**config.mk**
```make
export PLATFORM = sky130hd
export DESIGN_NAME = rtc_timekeeper
export DESIGN_NICKNAME = d
export VERILOG_FILES = /design/src/rtl/rtc_tk_pkg.sv /design/src/rtl/rtc_roll.sv /design/src/rtl/rtc_update_seq.sv /design/src/rtl/rtc_calendar.sv /design/src/rtl/rtc_timekeeper.sv
export SDC_FILE = /design/constraint.sdc
export NUM_CORES = 1
export LEC_CHECK = 0
export BUFFER_PORTS_ARGS = -buffer_cell sky130_fd_sc_hd__buf_2
export CORE_MARGIN = 5
export CORE_UTILIZATION = 60
export CTS_BUF_LIST = sky130_fd_sc_hd__clkbuf_2
export DETAILED_ROUTE_END_ITERATION = 10
export GPL_ROUTABILITY_DRIVEN = 0
export MAX_ROUTING_LAYER = met4
export PLACE_DENSITY_LB_ADDON = 0.12
export SYNTH_ARGS = -nofsm -noshare
export SYNTH_HDL_FRONTEND = slang
export SYNTH_SLANG_ARGS = --single-unit
```
**constraint.sdc**
```tcl
create_clock -name clk -period 10.8 [get_ports clk]
set_clock_uncertainty 0.2 [all_clocks]
set_input_delay 2.16 -clock clk [delete_from_list [all_inputs] [get_ports clk]]
set_output_delay 2.16 -clock clk [all_outputs]
set_load 0.01 [all_outputs]
```
**src/rtl/rtc_tk_pkg.sv**
```systemverilog
package rtc_tk_pkg;

  localparam int ADDR_W = 4;
  localparam int DATA_W = 8;

  typedef struct packed {
    logic [DATA_W-1:0] sec;
    logic [DATA_W-1:0] min;
    logic [DATA_W-1:0] hour;
    logic [DATA_W-1:0] dow;
    logic [DATA_W-1:0] dom;
    logic [DATA_W-1:0] mon;
    logic [DATA_W-1:0] year;
  } rtc_time_t;

  localparam logic [ADDR_W-1:0] IX_SEC  = 4'd0;
  localparam logic [ADDR_W-1:0] IX_MIN  = 4'd2;
  localparam logic [ADDR_W-1:0] IX_HOUR = 4'd4;
  localparam logic [ADDR_W-1:0] IX_DOW  = 4'd6;
  localparam logic [ADDR_W-1:0] IX_DOM  = 4'd7;
  localparam logic [ADDR_W-1:0] IX_MON  = 4'd8;
  localparam logic [ADDR_W-1:0] IX_YEAR = 4'd9;
  localparam logic [ADDR_W-1:0] IX_STAT = 4'd10;
  localparam logic [ADDR_W-1:0] IX_CTL  = 4'd11;

  // control bit positions
  localparam int CTL_HOLD = 7;
  localparam int CTL_BIN  = 2;
  localparam int CTL_H24  = 1;

  // stored byte -> plain value
  function automatic logic [6:0] to_plain(input logic [7:0] v, input logic bin);
    logic [6:0] tens;
    tens = 7'(v[7:4]) * 7'd10;
    return bin ? v[6:0] : (tens + 7'(v[3:0]));
  endfunction

  // plain value -> stored byte
  function automatic logic [7:0] to_stored(input logic [6:0] n, input logic bin);
    logic [6:0] hi;
    logic [6:0] lo;
    hi = n / 7'd10;
    lo = n % 7'd10;
    return bin ? {1'b0, n} : {hi[3:0], lo[3:0]};
  endfunction

  function automatic logic [6:0] month_len(input logic [6:0] m, input logic [6:0] y);
    case (m)
      7'd2:                        return (y[1:0] == 2'b00) ? 7'd29 : 7'd28;
      7'd4, 7'd6, 7'd9, 7'd11:     return 7'd30;
      default:                     return 7'd31;
    endcase
  endfunction

endpackage

```
**src/rtl/rtc_roll.sv**
```systemverilog
module rtc_roll #(
  parameter int VAL_W = 7
) (
  input  logic [VAL_W-1:0] val,
  input  logic             inc,
  input  logic [VAL_W-1:0] lo,
  input  logic [VAL_W-1:0] hi,
  output logic [VAL_W-1:0] nxt,
  output logic             carry
);

  always_comb begin
    nxt   = val;
    carry = 1'b0;
    if (inc) begin
      if (val >= hi) begin
        nxt   = lo;
        carry = 1'b1;
      end else begin
        nxt = val + 1'b1;
      end
    end
  end

endmodule

```
**src/rtl/rtc_update_seq.sv**
```systemverilog
module rtc_update_seq #(
  parameter int TICKS_PER_SEC = 32768,
  parameter int WARN_TICKS    = 8,
  parameter int UPDATE_TICKS  = 65
) (
  input  logic clk,
  input  logic rst,
  input  logic tick,
  input  logic hold,
  output logic uip,
  output logic done,
  output logic advance
);

  localparam int CW = (TICKS_PER_SEC > 1) ? $clog2(TICKS_PER_SEC) : 1;
  localparam logic [CW-1:0] LAST_CNT = CW'(TICKS_PER_SEC - 1);
  localparam logic [CW-1:0] RISE_CNT = CW'(TICKS_PER_SEC - 1 - WARN_TICKS);
  localparam logic [CW-1:0] FALL_CNT = CW'(UPDATE_TICKS - 1);

  logic [CW-1:0] cnt;
  logic          wrap;

  assign wrap    = tick && (cnt == LAST_CNT);
  // a step needs an open window and no hold on this edge
  assign advance = wrap && uip && !hold;

  always_ff @(posedge clk) begin
    if (rst) begin
      cnt  <= '0;
      uip  <= 1'b0;
      done <= 1'b0;
    end else begin
      done <= 1'b0;
      if (tick) begin
        cnt <= wrap ? '0 : cnt + 1'b1;
        if (!uip && !hold && cnt == RISE_CNT) begin
          uip <= 1'b1;
        end else if (uip && cnt == FALL_CNT) begin
          uip  <= 1'b0;
          done <= 1'b1;
        end
      end
    end
  end

endmodule

```
**src/rtl/rtc_calendar.sv**
```systemverilog
module rtc_calendar
  import rtc_tk_pkg::*;
(
  input  logic              clk,
  input  logic              rst,
  input  logic              advance,
  input  logic              bin_mode,
  input  logic              h24_mode,
  input  logic              wr_en,
  input  logic [ADDR_W-1:0] wr_addr,
  input  logic [DATA_W-1:0] wr_data,
  output rtc_time_t         time_q
);

  localparam int NSM = 2;  // seconds and minutes share one range

  logic [6:0] hr_p, dow_p, dom_p, mon_p, yr_p;
  logic [6:0] sm_val [NSM];
  logic [6:0] sm_nxt [NSM];
  logic       sm_cy  [NSM];

  assign sm_val[0] = to_plain(time_q.sec, bin_mode);
  assign sm_val[1] = to_plain(time_q.min, bin_mode);
  assign hr_p      = to_plain({1'b0, time_q.hour[6:0]}, bin_mode);
  assign dow_p     = to_plain(time_q.dow, bin_mode);
  assign dom_p     = to_plain(time_q.dom, bin_mode);
  assign mon_p     = to_plain(time_q.mon, bin_mode);
  assign yr_p      = to_plain(time_q.year, bin_mode);

  for (genvar g = 0; g < NSM; g++) begin : g_sm
    logic inc_g;
    if (g == 0) begin : g_first
      assign inc_g = 1'b1;
    end else begin : g_chain
      assign inc_g = sm_cy[g-1];
    end
    rtc_roll #(.VAL_W(7)) u_roll (
      .val  (sm_val[g]),
      .inc  (inc_g),
      .lo   (7'd0),
      .hi   (7'd59),
      .nxt  (sm_nxt[g]),
      .carry(sm_cy[g])
    );
  end

  // 24-hour path
  logic [6:0] h24_nxt;
  logic       h24_cy;
  rtc_roll #(.VAL_W(7)) u_hr24 (
    .val(hr_p), .inc(sm_cy[NSM-1]), .lo(7'd0), .hi(7'd23),
    .nxt(h24_nxt), .carry(h24_cy)
  );

  // 12-hour path
  logic [6:0] h12_nxt;
  logic       h12_pm;
  logic       h12_cy;
  always_comb begin
    h12_nxt = hr_p;
    h12_pm  = time_q.hour[7];
    h12_cy  = 1'b0;
    if (sm_cy[NSM-1]) begin
      if (hr_p == 7'd11) begin
        h12_nxt = 7'd12;
        h12_pm  = ~time_q.hour[7];
        h12_cy  = time_q.hour[7];
      end else if (hr_p >= 7'd12) begin
        h12_nxt = 7'd1;
      end else begin
        h12_nxt = hr_p + 7'd1;
      end
    end
  end

  logic       day_cy;
  logic [6:0] dow_nxt, dom_nxt, mon_nxt, yr_nxt;
  logic       dow_cy, dom_cy, mon_cy, yr_cy;
  logic [6:0] dom_max;

  assign day_cy  = h24_mode ? h24_cy : h12_cy;
  assign dom_max = month_len(mon_p, yr_p);

  rtc_roll #(.VAL_W(7)) u_dow (
    .val(dow_p), .inc(day_cy), .lo(7'd1), .hi(7'd7),
    .nxt(dow_nxt), .carry(dow_cy)
  );
  rtc_roll #(.VAL_W(7)) u_dom (
    .val(dom_p), .inc(day_cy), .lo(7'd1), .hi(dom_max),
    .nxt(dom_nxt), .carry(dom_cy)
  );
  rtc_roll #(.VAL_W(7)) u_mon (
    .val(mon_p), .inc(dom_cy), .lo(7'd1), .hi(7'd12),
    .nxt(mon_nxt), .carry(mon_cy)
  );
  rtc_roll #(.VAL_W(7)) u_year (
    .val(yr_p), .inc(mon_cy), .lo(7'd0), .hi(7'd99),
    .nxt(yr_nxt), .carry(yr_cy)
  );

  rtc_time_t  nxt_t;
  logic [7:0] h12_byte;
  always_comb begin
    h12_byte   = to_stored(h12_nxt, bin_mode);
    nxt_t.sec  = to_stored(sm_nxt[0], bin_mode);
    nxt_t.min  = to_stored(sm_nxt[1], bin_mode);
    nxt_t.hour = h24_mode ? to_stored(h24_nxt, bin_mode) : {h12_pm, h12_byte[6:0]};
    nxt_t.dow  = to_stored(dow_nxt, bin_mode);
    nxt_t.dom  = to_stored(dom_nxt, bin_mode);
    nxt_t.mon  = to_stored(mon_nxt, bin_mode);
    nxt_t.year = to_stored(yr_nxt, bin_mode);
  end

  always_ff @(posedge clk) begin
    if (rst) begin
      time_q <= '{sec: 8'h00, min: 8'h00, hour: 8'h00, dow: 8'h01,
                  dom: 8'h01, mon: 8'h01, year: 8'h00};
    end else if (wr_en) begin
      case (wr_addr)
        IX_SEC:  time_q.sec  <= wr_data;
        IX_MIN:  time_q.min  <= wr_data;
        IX_HOUR: time_q.hour <= wr_data;
        IX_DOW:  time_q.dow  <= wr_data;
        IX_DOM:  time_q.dom  <= wr_data;
        IX_MON:  time_q.mon  <= wr_data;
        IX_YEAR: time_q.year <= wr_data;
        default: ;
      endcase
    end else if (advance) begin
      time_q <= nxt_t;
    end
  end

  logic unused_cy;
  assign unused_cy = yr_cy ^ dow_cy;

endmodule

```
**src/rtl/rtc_timekeeper.sv**
```systemverilog
module rtc_timekeeper
  import rtc_tk_pkg::*;
#(
  parameter int TICKS_PER_SEC = 32768,
  parameter int WARN_TICKS    = 8,
  parameter int UPDATE_TICKS  = 65
) (
  input  logic              clk,
  input  logic              rst,
  input  logic              tick,
  input  logic              wr_en,
  input  logic [ADDR_W-1:0] addr,
  input  logic [DATA_W-1:0] wdata,
  output logic [DATA_W-1:0] rdata,
  output logic              uip,
  output logic              upd_done
);

  logic      set_q, bin_q, h24_q;
  logic      advance;
  logic      is_time_ix;
  logic      time_we;
  rtc_time_t tm;
  logic [DATA_W-1:0] sec_now;

  assign sec_now = tm.sec;

  always_comb begin
    case (addr)
      IX_SEC, IX_MIN, IX_HOUR, IX_DOW, IX_DOM, IX_MON, IX_YEAR: is_time_ix = 1'b1;
      default: is_time_ix = 1'b0;
    endcase
  end

  // time fields are locked during the window unless hold is set
  assign time_we = wr_en && is_time_ix && (!uip || set_q);

  always_ff @(posedge clk) begin
    if (rst) begin
      set_q <= 1'b0;
      bin_q <= 1'b0;
      h24_q <= 1'b1;
    end else if (wr_en && addr == IX_CTL) begin
      set_q <= wdata[CTL_HOLD];
      bin_q <= wdata[CTL_BIN];
      h24_q <= wdata[CTL_H24];
    end
  end

  rtc_update_seq #(
    .TICKS_PER_SEC(TICKS_PER_SEC),
    .WARN_TICKS   (WARN_TICKS),
    .UPDATE_TICKS (UPDATE_TICKS)
  ) u_seq (
    .clk    (clk),
    .rst    (rst),
    .tick   (tick),
    .hold   (set_q),
    .uip    (uip),
    .done   (upd_done),
    .advance(advance)
  );

  rtc_calendar u_cal (
    .clk     (clk),
    .rst     (rst),
    .advance (advance),
    .bin_mode(bin_q),
    .h24_mode(h24_q),
    .wr_en   (time_we),
    .wr_addr (addr),
    .wr_data (wdata),
    .time_q  (tm)
  );

  always_ff @(posedge clk) begin
    if (rst) begin
      rdata <= '0;
    end else begin
      case (addr)
        IX_SEC:  rdata <= tm.sec;
        IX_MIN:  rdata <= tm.min;
        IX_HOUR: rdata <= tm.hour;
        IX_DOW:  rdata <= tm.dow;
        IX_DOM:  rdata <= tm.dom;
        IX_MON:  rdata <= tm.mon;
        IX_YEAR: rdata <= tm.year;
        IX_STAT: rdata <= {uip, 7'b0};
        IX_CTL:  rdata <= {set_q, 4'b0, bin_q, h24_q, 1'b0};
        default: rdata <= '0;
      endcase
    end
  end

endmodule

```
# After elaboration in Yosys (flattened, before gate mapping)

Index checks and enable logic that the tools add are counted.
W data, S select, Z words.

Reductions and logical operators: 30
Muxes and demuxes: 63
$lt $le $gt $ge: 8
Div/mod/pow operators: 16
Shifts and indexed selects: 0
Equality and inequality tests: 24
Add/subtract/negate cells: 15
Multipliers: 7
Bitwise gates (word level): 2

Operators with widths:

| kind                    | count |
|---|---|
| $mux W7                 | 24 |
| $mux W8                 | 15 |
| $mux W56                | 2 |
| $pmux W8 S9             | 1 |
| $div A7 B4 Y7 const B   | 8 |
| $mod A7 B4 Y7 const B   | 8 |
| $add A7 B1 Y7 const B   | 7 |
| $add A7 B4 Y7           | 7 |
| $mul A4 B3 Y6 const B   | 6 |
| $eq A15 B15 Y1 const B  | 2 |
| $eq A7 B4 Y1 const B    | 3 |
| $mux W1                 | 19 |
| $eq A4 B4 Y1 const B    | 4 |
| $reduce_and A2 Y1       | 8 |
| $add A15 B1 Y15 const B | 1 |
| $eq A15 B7 Y1 const B   | 1 |
| $mux W15                | 1 |
| $eq A7 B3 Y1 const B    | 2 |
| $ge A7 B4 Y1 const B    | 2 |
| $ge A7 B6 Y1 const B    | 2 |
| $ne A2 B1 Y1 const B    | 7 |
| $pmux W7 S2             | 1 |
| $eq A4 B3 Y1 const B    | 3 |
| $logic_and A1 B1 Y1     | 9 |
| other kinds (18)        | 22 |

Register bits: 84
Word-level logic and storage cells: 180
Bits of input ports: 16
Output and inout port bits: 10
Memory bits (read-only): 0
Latch bits: 0
Memories kept: 0
Bits in writable memories: 0

# Depth between registers and ports, before layout

Word-level depth: 15
Gate-level depth with buffers: 39
Depth with buffers taken out: 38

# Modules after synthesis

A second synthesis with hierarchy kept.

Cells, all modules: 1902
Area total of the unflattened synthesis: 13386.6 um2

By module, submodules not included:

| module         | cells each | instances | area an instance (um2) | seq. area each (um2) |
|---|---|---|---|---|
| rtc_calendar   | 1271       | 1         | 8728.4                 | 1121.1 |
| rtc_roll       | 61         | 7         | 415.4                  | 0.0 |
| rtc_timekeeper | 106        | 1         | 908.4                  | 220.2 |
| rtc_update_seq | 98         | 1         | 842.1                  | 340.3 |

# Worst setup path before layout

Ideal clock, no wire load.

Path type: register to register
Start point: register u_cal.time_q[13] (netlist bit)
End point: register u_cal.time_q[9] (netlist bit)
Path slack: 3.203 ns
Cell stages (with the launch flop): 39
Setup time: 0.086 ns
Path buffers: 1
Clock period less this slack: 7.597 ns
Data required time: 10.514 ns
Arrival: 7.312 ns
Cells stage by stage: dfxtp_1 ha_1 ha_1 inv_1 fa_1 nand2b_1 a2111oi_0 nor3_2 nand2_1 nor2_1 and3_1 a22oi_1 ha_1 o21ai_0 a21boi_0 a211o_1 o2111ai_1 buf_2 (+3 left out) maj3_1 a21oi_1 nor2_1 a31oi_1 a21oi_1 ha_1 inv_1 o21ai_0 a31oi_1 xnor2_1 ha_1 inv_1 o21ai_0 o21ai_1 a22oi_1 nor2_2 xor2_1 a211oi_1

Longest elaborated chain between the ends: 14

Ends and longest elaborated chain:

| element                                      | line                | text |
|---|---|---|
| from (decl)                                  | rtc_calendar.sv:12  | `output rtc_time_t time_q` |
| from (signal assigned)                       | rtc_calendar.sv:116 | `time_q <= '{sec: 8'h00, min: 8'h00, hour: 8'h00, dow: 8'h01,` |
| from (signal assigned)                       | rtc_calendar.sv:130 | `time_q <= nxt_t;` |
| $mul A4 B3 Y6                                | rtc_tk_pkg.sv:34    | `tens = 7'(v[7:4]) * 7'd10;` |
| $add A7 B4 Y7                                | rtc_tk_pkg.sv:35    | `return bin ? v[6:0] : (tens + 7'(v[3:0]));` |
| $mux W7 (*)                                  | rtc_tk_pkg.sv:35    |  |
| $eq A7 B3 Y1 or $eq A7 B4 Y1 (tied branches) | rtc_tk_pkg.sv:48    | `case (m)` |
| $reduce_or A4 Y1                             | rtc_tk_pkg.sv:48    |  |
| $pmux W7 S2                                  | rtc_tk_pkg.sv:48    |  |
| $ge A7 B7 Y1                                 | rtc_roll.sv:16      | `if (val >= hi) begin` |
| $mux W1                                      | rtc_roll.sv:16      |  |
| $mux W1                                      | rtc_roll.sv:15      | `if (inc) begin` |
| $mux W7 (*)                                  | rtc_roll.sv:15      |  |
| $mod A7 B4 Y7                                | rtc_tk_pkg.sv:43    | `lo = n % 7'd10;` |
| $mux W8 (*)                                  | rtc_tk_pkg.sv:44    | `return bin ? {1'b0, n} : {hi[3:0], lo[3:0]};` |
| $mux W56 (*)                                 | rtc_calendar.sv:129 | `end else if (advance) begin` |
| $mux W56 (*)                                 | rtc_calendar.sv:118 | `end else if (wr_en) begin` |

Every way passes the cells marked *; elsewhere a longest branch is shown, timed or not. The select of a mux whose other input is x is not followed.
A chain may end at the register's enable or synchronous reset.

# Final worst setup path

Ends and elaborated chain as after synthesis.

==> results.txt <==
----------------------------------------------------
[Status]
  Result of the run ... completed

[GRT]
  Initial antenna violation count ... 2
  Global router's overall resource usage ... 0.340
  Via count of the first global-routing pass ... between 10000 and 15000
  Total congestion overflow after global routing ... 0
  Largest net degree at the start of global routing ... 60
  Global-route wire length before repair ... approximately 60000 um

[Yosys]
  Compound-cell area share of the yosys netlist ... 0.328
  Post-synthesis register bit count ... 84
  Gate count after technology mapping ... 1568
  Cell types with the largest area share after synthesis ... sky130_fd_sc_hd__dfxtp_1, sky130_fd_sc_hd__ha_1, sky130_fd_sc_hd__nor2_1, sky130_fd_sc_hd__nand2_1, sky130_fd_sc_hd__a21oi_1
  Yosys warnings ... 0
  Fraction of the mapped netlist area in adder cells ... 0.113
  Nets in the synthesized netlist ... approximately 1700
  Share of the yosys chip area belonging to registers ... 0.147
  Most common flop cell mapped by yosys ... sky130_fd_sc_hd__dfxtp_1
  Synth Area in Simple Gates ... 0.265
  Total standard cell area after synthesis ... ~11000 um^2
  Multiplexer share of the synthesized area ... 0.0583
  EDFF count, synth ... 0
  Fraction of post-synthesis cell area in the top cell type by area ... 0.147
  Library cell occupying the most area in the post-synthesis netlist ... sky130_fd_sc_hd__dfxtp_1
  Proportion of synthesized flip-flops having asynchronous set or reset ... 0
  Library cells used by synthesis ... 110
  Mean Syn Cell Area ... around 7.3 um^2
  Dominant combinational cell family by area after synthesis ... compound AO/OA/AOI/OAI gates
  Synth Area in XOR/XNOR ... 0.0398

[Floorplanning]
  Number of ports placed on the die boundary ... 26
  Core ar. ... 18700 um^2
  Die area ... about 22000 um^2
  Num rows ... 50
  Die Y ... around 150 um
  Initial core utilization ... 0.611
  Die X ... approximately 150 um

[Setup path]
  Path type of the worst setup path ... reg -> reg
  Flop-to-flop setup slack ... 1.37 ns
  Critical register-to-register path startpoint ... u_cal.time_q[13]
  Critical path launch point ... u_cal.time_q[13]
  Worst-case reg-to-reg path depth ... 37
  Crit path top cell by count ... sky130_fd_sc_hd__ha_1
  Reg2Reg Capture Point ... u_cal.time_q[9]
  Worst Path Max Fanout ... 11
  Endpoint type of the worst setup path ... register
  Arrival @ worst endpoint ... 9.81 ns
  Endpoint required time on the critical path ... around 11 ns
  Kind of start point of the critical path ... register
  Worst-path cell with the longest stage delay ... sky130_fd_sc_hd__or4_1
  Slowest stage delay, CP ... 0.70 ns

[Clock network]
  Post-CTS setup buffers ... 0
  Root buffer cell ... sky130_fd_sc_hd__clkbuf_2
  TritonCTS clock tree ... built
  Resized cells post-CTS ... 0
  Max Root-Sink Buffers ... 2
  Number of H-tree levels ... 3
  Clock edge transition at the registers on the reported setup and hold paths ... about 0.28 ns
  Insertion delay to the later sink of the worst-skew pair ... ~0.64 ns
  Number of buffers inserted for hold repair after clock tree synthesis ... 0
  Clock sinks ... 84
  Clock buffers created by TritonCTS ... 9

[Detailed routing]
  Total vias in the final route ... 12600
  Post-detailed-route DRC marker count ... 0
  Detail Route Antenna Nets ... 0
  Final WL ... 37300 um
  Vias per inst ... roughly 7.0
  Total length of routed met3 wires ... approximately 3200 um
  Total iterations of the first detailed-routing run ... 7
  Number of violations reported at the end of detailed-routing iteration 0 ... 1530
  Wire length the detailed router placed on met1 ... approximately 16000 um
  Top routing layer in use ... met4
  Routed wire per std cell ... approximately 21 um
  Detail Route met2 WL ... between 15000 and 20000 um

[Timing]
  Actual slew at the worst max-slew pin ... around 1.2 ns
  Hold Fails Final Rpt ... 0
  Min cycle time layout ... between 9 and 10 ns
  RSZ-0062 raised after global routing ... no
  Final-report setup violation count ... 0
  Min setup slack post-route ... roughly 1.4 ns
  Share of the clock period used by the worst path after layout ... 0.874
  Max_slew headroom ... 0.195
  Max-slew violation total from the final report ... 0
  Fin Setup TNS ... 0 ns
  Maximum operating frequency ... about 110 MHz

[Worst hold path]
  Path class of the lowest-slack min-delay path ... reg -> reg
  Capture endpoint of the worst hold path ... u_seq.cnt[9]
  Number of cells on the worst hold path ... 2
  Min-delay src ... u_seq.cnt[9]

[Power and ir drop]
  Peak supply drop ... a little over 0.07 mV
  Pwr dens ... approximately 63 nW/um^2
  Post-route total power ... around 0.00074 W
  Leakage dissipation ... around 4.5 nW

[Place]
  Area after DPL ... 11700 um^2
  Minimum setup slack after placement ... about 1.7 ns
  PortBufs ... 25
  Hpwl dp ... ~28000 um

[Layout]
  Layout Area Growth over Synthesis ... 3.10%
  Post-Layout Inst Area ... roughly 12000 um^2
  Number of nets at the end of the flow ... ~1700
  Fraction of final layout cells with drive strength greater than 1 ... 0.0941

[Run]
  Number of max-cap violations ... 0

----------------------------------------------------
critical path, delay by kind of cell, from the launching register on:
kind                       cells  cell delay (ns)
DFF                            1             0.56
adders and majority gates      8             2.16
AOI/OAI and AO/OA             15             3.63
xor gates and xnor gates       2             0.37
buffers and inverters          3             0.18
and+or+nand+nor                9             2.26
state kept, by name, indices dropped and copies added, names as in the netlist:
name and flops:
h24_q 1, u_seq.uip 1, u_seq.done 1, set_q 1, rdata 8, u_seq.cnt 15
u_cal.time_q 56, bin_q 1
cells in the final DEF, fill, tap and decap left out, types with 7 or more instances in the layout:
cell type	netlist	layout
sky130_fd_sc_hd__nand4_1	17	17
sky130_fd_sc_hd__o21ai_1	12	12
sky130_fd_sc_hd__nand2_1	165	165
sky130_fd_sc_hd__mux2_2	21	21
sky130_fd_sc_hd__inv_1	51	50
sky130_fd_sc_hd__nand3b_1	7	7
sky130_fd_sc_hd__a22oi_1	19	19
sky130_fd_sc_hd__a31oi_1	19	19
sky130_fd_sc_hd__nor2b_1	14	14
sky130_fd_sc_hd__nand2b_1	17	17
sky130_fd_sc_hd__a21oi_1	113	113
sky130_fd_sc_hd__o211ai_1	19	19
sky130_fd_sc_hd__or2_2	9	9
sky130_fd_sc_hd__xor2_1	20	20
sky130_fd_sc_hd__mux2i_1	31	31
sky130_fd_sc_hd__a221oi_1	9	9
sky130_fd_sc_hd__a311oi_1	22	22
sky130_fd_sc_hd__o22ai_1	9	9
sky130_fd_sc_hd__ha_1	78	78
sky130_fd_sc_hd__and3_1	12	12
sky130_fd_sc_hd__nor2_1	187	186
sky130_fd_sc_hd__a211oi_1	28	28
sky130_fd_sc_hd__nor4_1	15	15
sky130_fd_sc_hd__fa_1	13	13
sky130_fd_sc_hd__buf_4	5	20
sky130_fd_sc_hd__nor3b_1	16	16
sky130_fd_sc_hd__and2_1	22	22
sky130_fd_sc_hd__nand3_1	58	58
sky130_fd_sc_hd__o31ai_1	11	11
sky130_fd_sc_hd__or3_1	13	13
sky130_fd_sc_hd__a21o_1	10	10
sky130_fd_sc_hd__o21a_1	11	11
sky130_fd_sc_hd__a2111oi_0	7	7
sky130_fd_sc_hd__nor3_1	49	49
sky130_fd_sc_hd__dfxtp_1	84	83
sky130_fd_sc_hd__buf_2	18	25
sky130_fd_sc_hd__a211o_1	15	15
sky130_fd_sc_hd__clkbuf_2	0	9
sky130_fd_sc_hd__o21ai_0	84	83
sky130_fd_sc_hd__xnor2_1	32	32
how the worst max path moves through the flow:
stage	endpoint	depth (start not counted)
after floorplan	u_cal.time_q[9]	38
after global placement	u_cal.time_q[9]	37
after detailed placement	u_cal.time_q[9]	37
after CTS	u_cal.time_q[9]	37
after global routing	u_cal.time_q[12]	37
final	u_cal.time_q[9]	37
metrics by stage:
stage,utilization,hold slack [ns],cells
3_5_place_dp,0.623,0.309,1769
3_3_place_gp,0.623,0.288,1769
5_1_grt,0.630,0.372,1787
4_1_cts,0.630,0.337,1785
2_1_floorplan,-,0.271,1568
6_report,0.630,0.337,1787
routing by layer:
| layer | vias to the layer above | global-route usage |
|---|---|---|
| met1 | 5910 | 0.452 |
| met5 | - | - |
| met2 | 624 | 0.513 |
| met3 | 141 | 0.0506 |
| met4 | 0 | 0.153 |
| li1 | 5908 | - |
layout make-up:
type / instances / area [um^2]
fillers: 1714 / 6920
clock inverters: 7 / 82.6
multi-input cells: 1354 / 9200
flip-flops and latches: 84 / 1690
repair buffers: 45 / 275
inverters: 52 / 195
well taps: 234 / 293
clock buffers: 9 / 45.0
diodes: 2 / 5.00
power by group:
| part | leakage [nW] | switching, W | internal (W) |
|---|---|---|---|
| sequential | 0.679 | 0.00000771 | 0.000315 |
| combinational | 3.74 | 0.000143 | 0.0000826 |
| clock | 0.0789 | 0.000136 | 0.0000578 |
Yosys cell counts, types with 10 or more instances:
cell / instances
sky130_fd_sc_hd__clkbuf_1: 44
sky130_fd_sc_hd__o211ai_1: 19
sky130_fd_sc_hd__o21a_1: 11
sky130_fd_sc_hd__nor2_1: 187
sky130_fd_sc_hd__inv_1: 51
sky130_fd_sc_hd__or3_1: 13
sky130_fd_sc_hd__a22oi_1: 19
sky130_fd_sc_hd__nor3b_1: 16
sky130_fd_sc_hd__mux2i_1: 31
sky130_fd_sc_hd__mux2_2: 21
sky130_fd_sc_hd__o21ai_0: 84
sky130_fd_sc_hd__a311oi_1: 22
sky130_fd_sc_hd__nand3_1: 58
sky130_fd_sc_hd__a21o_1: 10
sky130_fd_sc_hd__nor3_1: 49
sky130_fd_sc_hd__a211o_1: 15
sky130_fd_sc_hd__xnor2_1: 32
sky130_fd_sc_hd__ha_1: 78
sky130_fd_sc_hd__buf_2: 18
sky130_fd_sc_hd__a21oi_1: 113
sky130_fd_sc_hd__nand2_1: 165
sky130_fd_sc_hd__nor4_1: 15
sky130_fd_sc_hd__nand2b_1: 17
sky130_fd_sc_hd__nand4_1: 17
sky130_fd_sc_hd__a31oi_1: 19
sky130_fd_sc_hd__xor2_1: 20
sky130_fd_sc_hd__nor2b_1: 14
sky130_fd_sc_hd__and3_1: 12
sky130_fd_sc_hd__a211oi_1: 28
sky130_fd_sc_hd__o31ai_1: 11
sky130_fd_sc_hd__dfxtp_1: 84
sky130_fd_sc_hd__fa_1: 13
sky130_fd_sc_hd__and2_1: 22
sky130_fd_sc_hd__o21ai_1: 12
cells by family after synthesis:
kind of cell,after synthesis
flops,84
compound gates,516
fa+ha+maj,96
xor+xnor,52
mux,60
buf+inv,130
simple gates,630
Power figures use the tool's default switching activity.
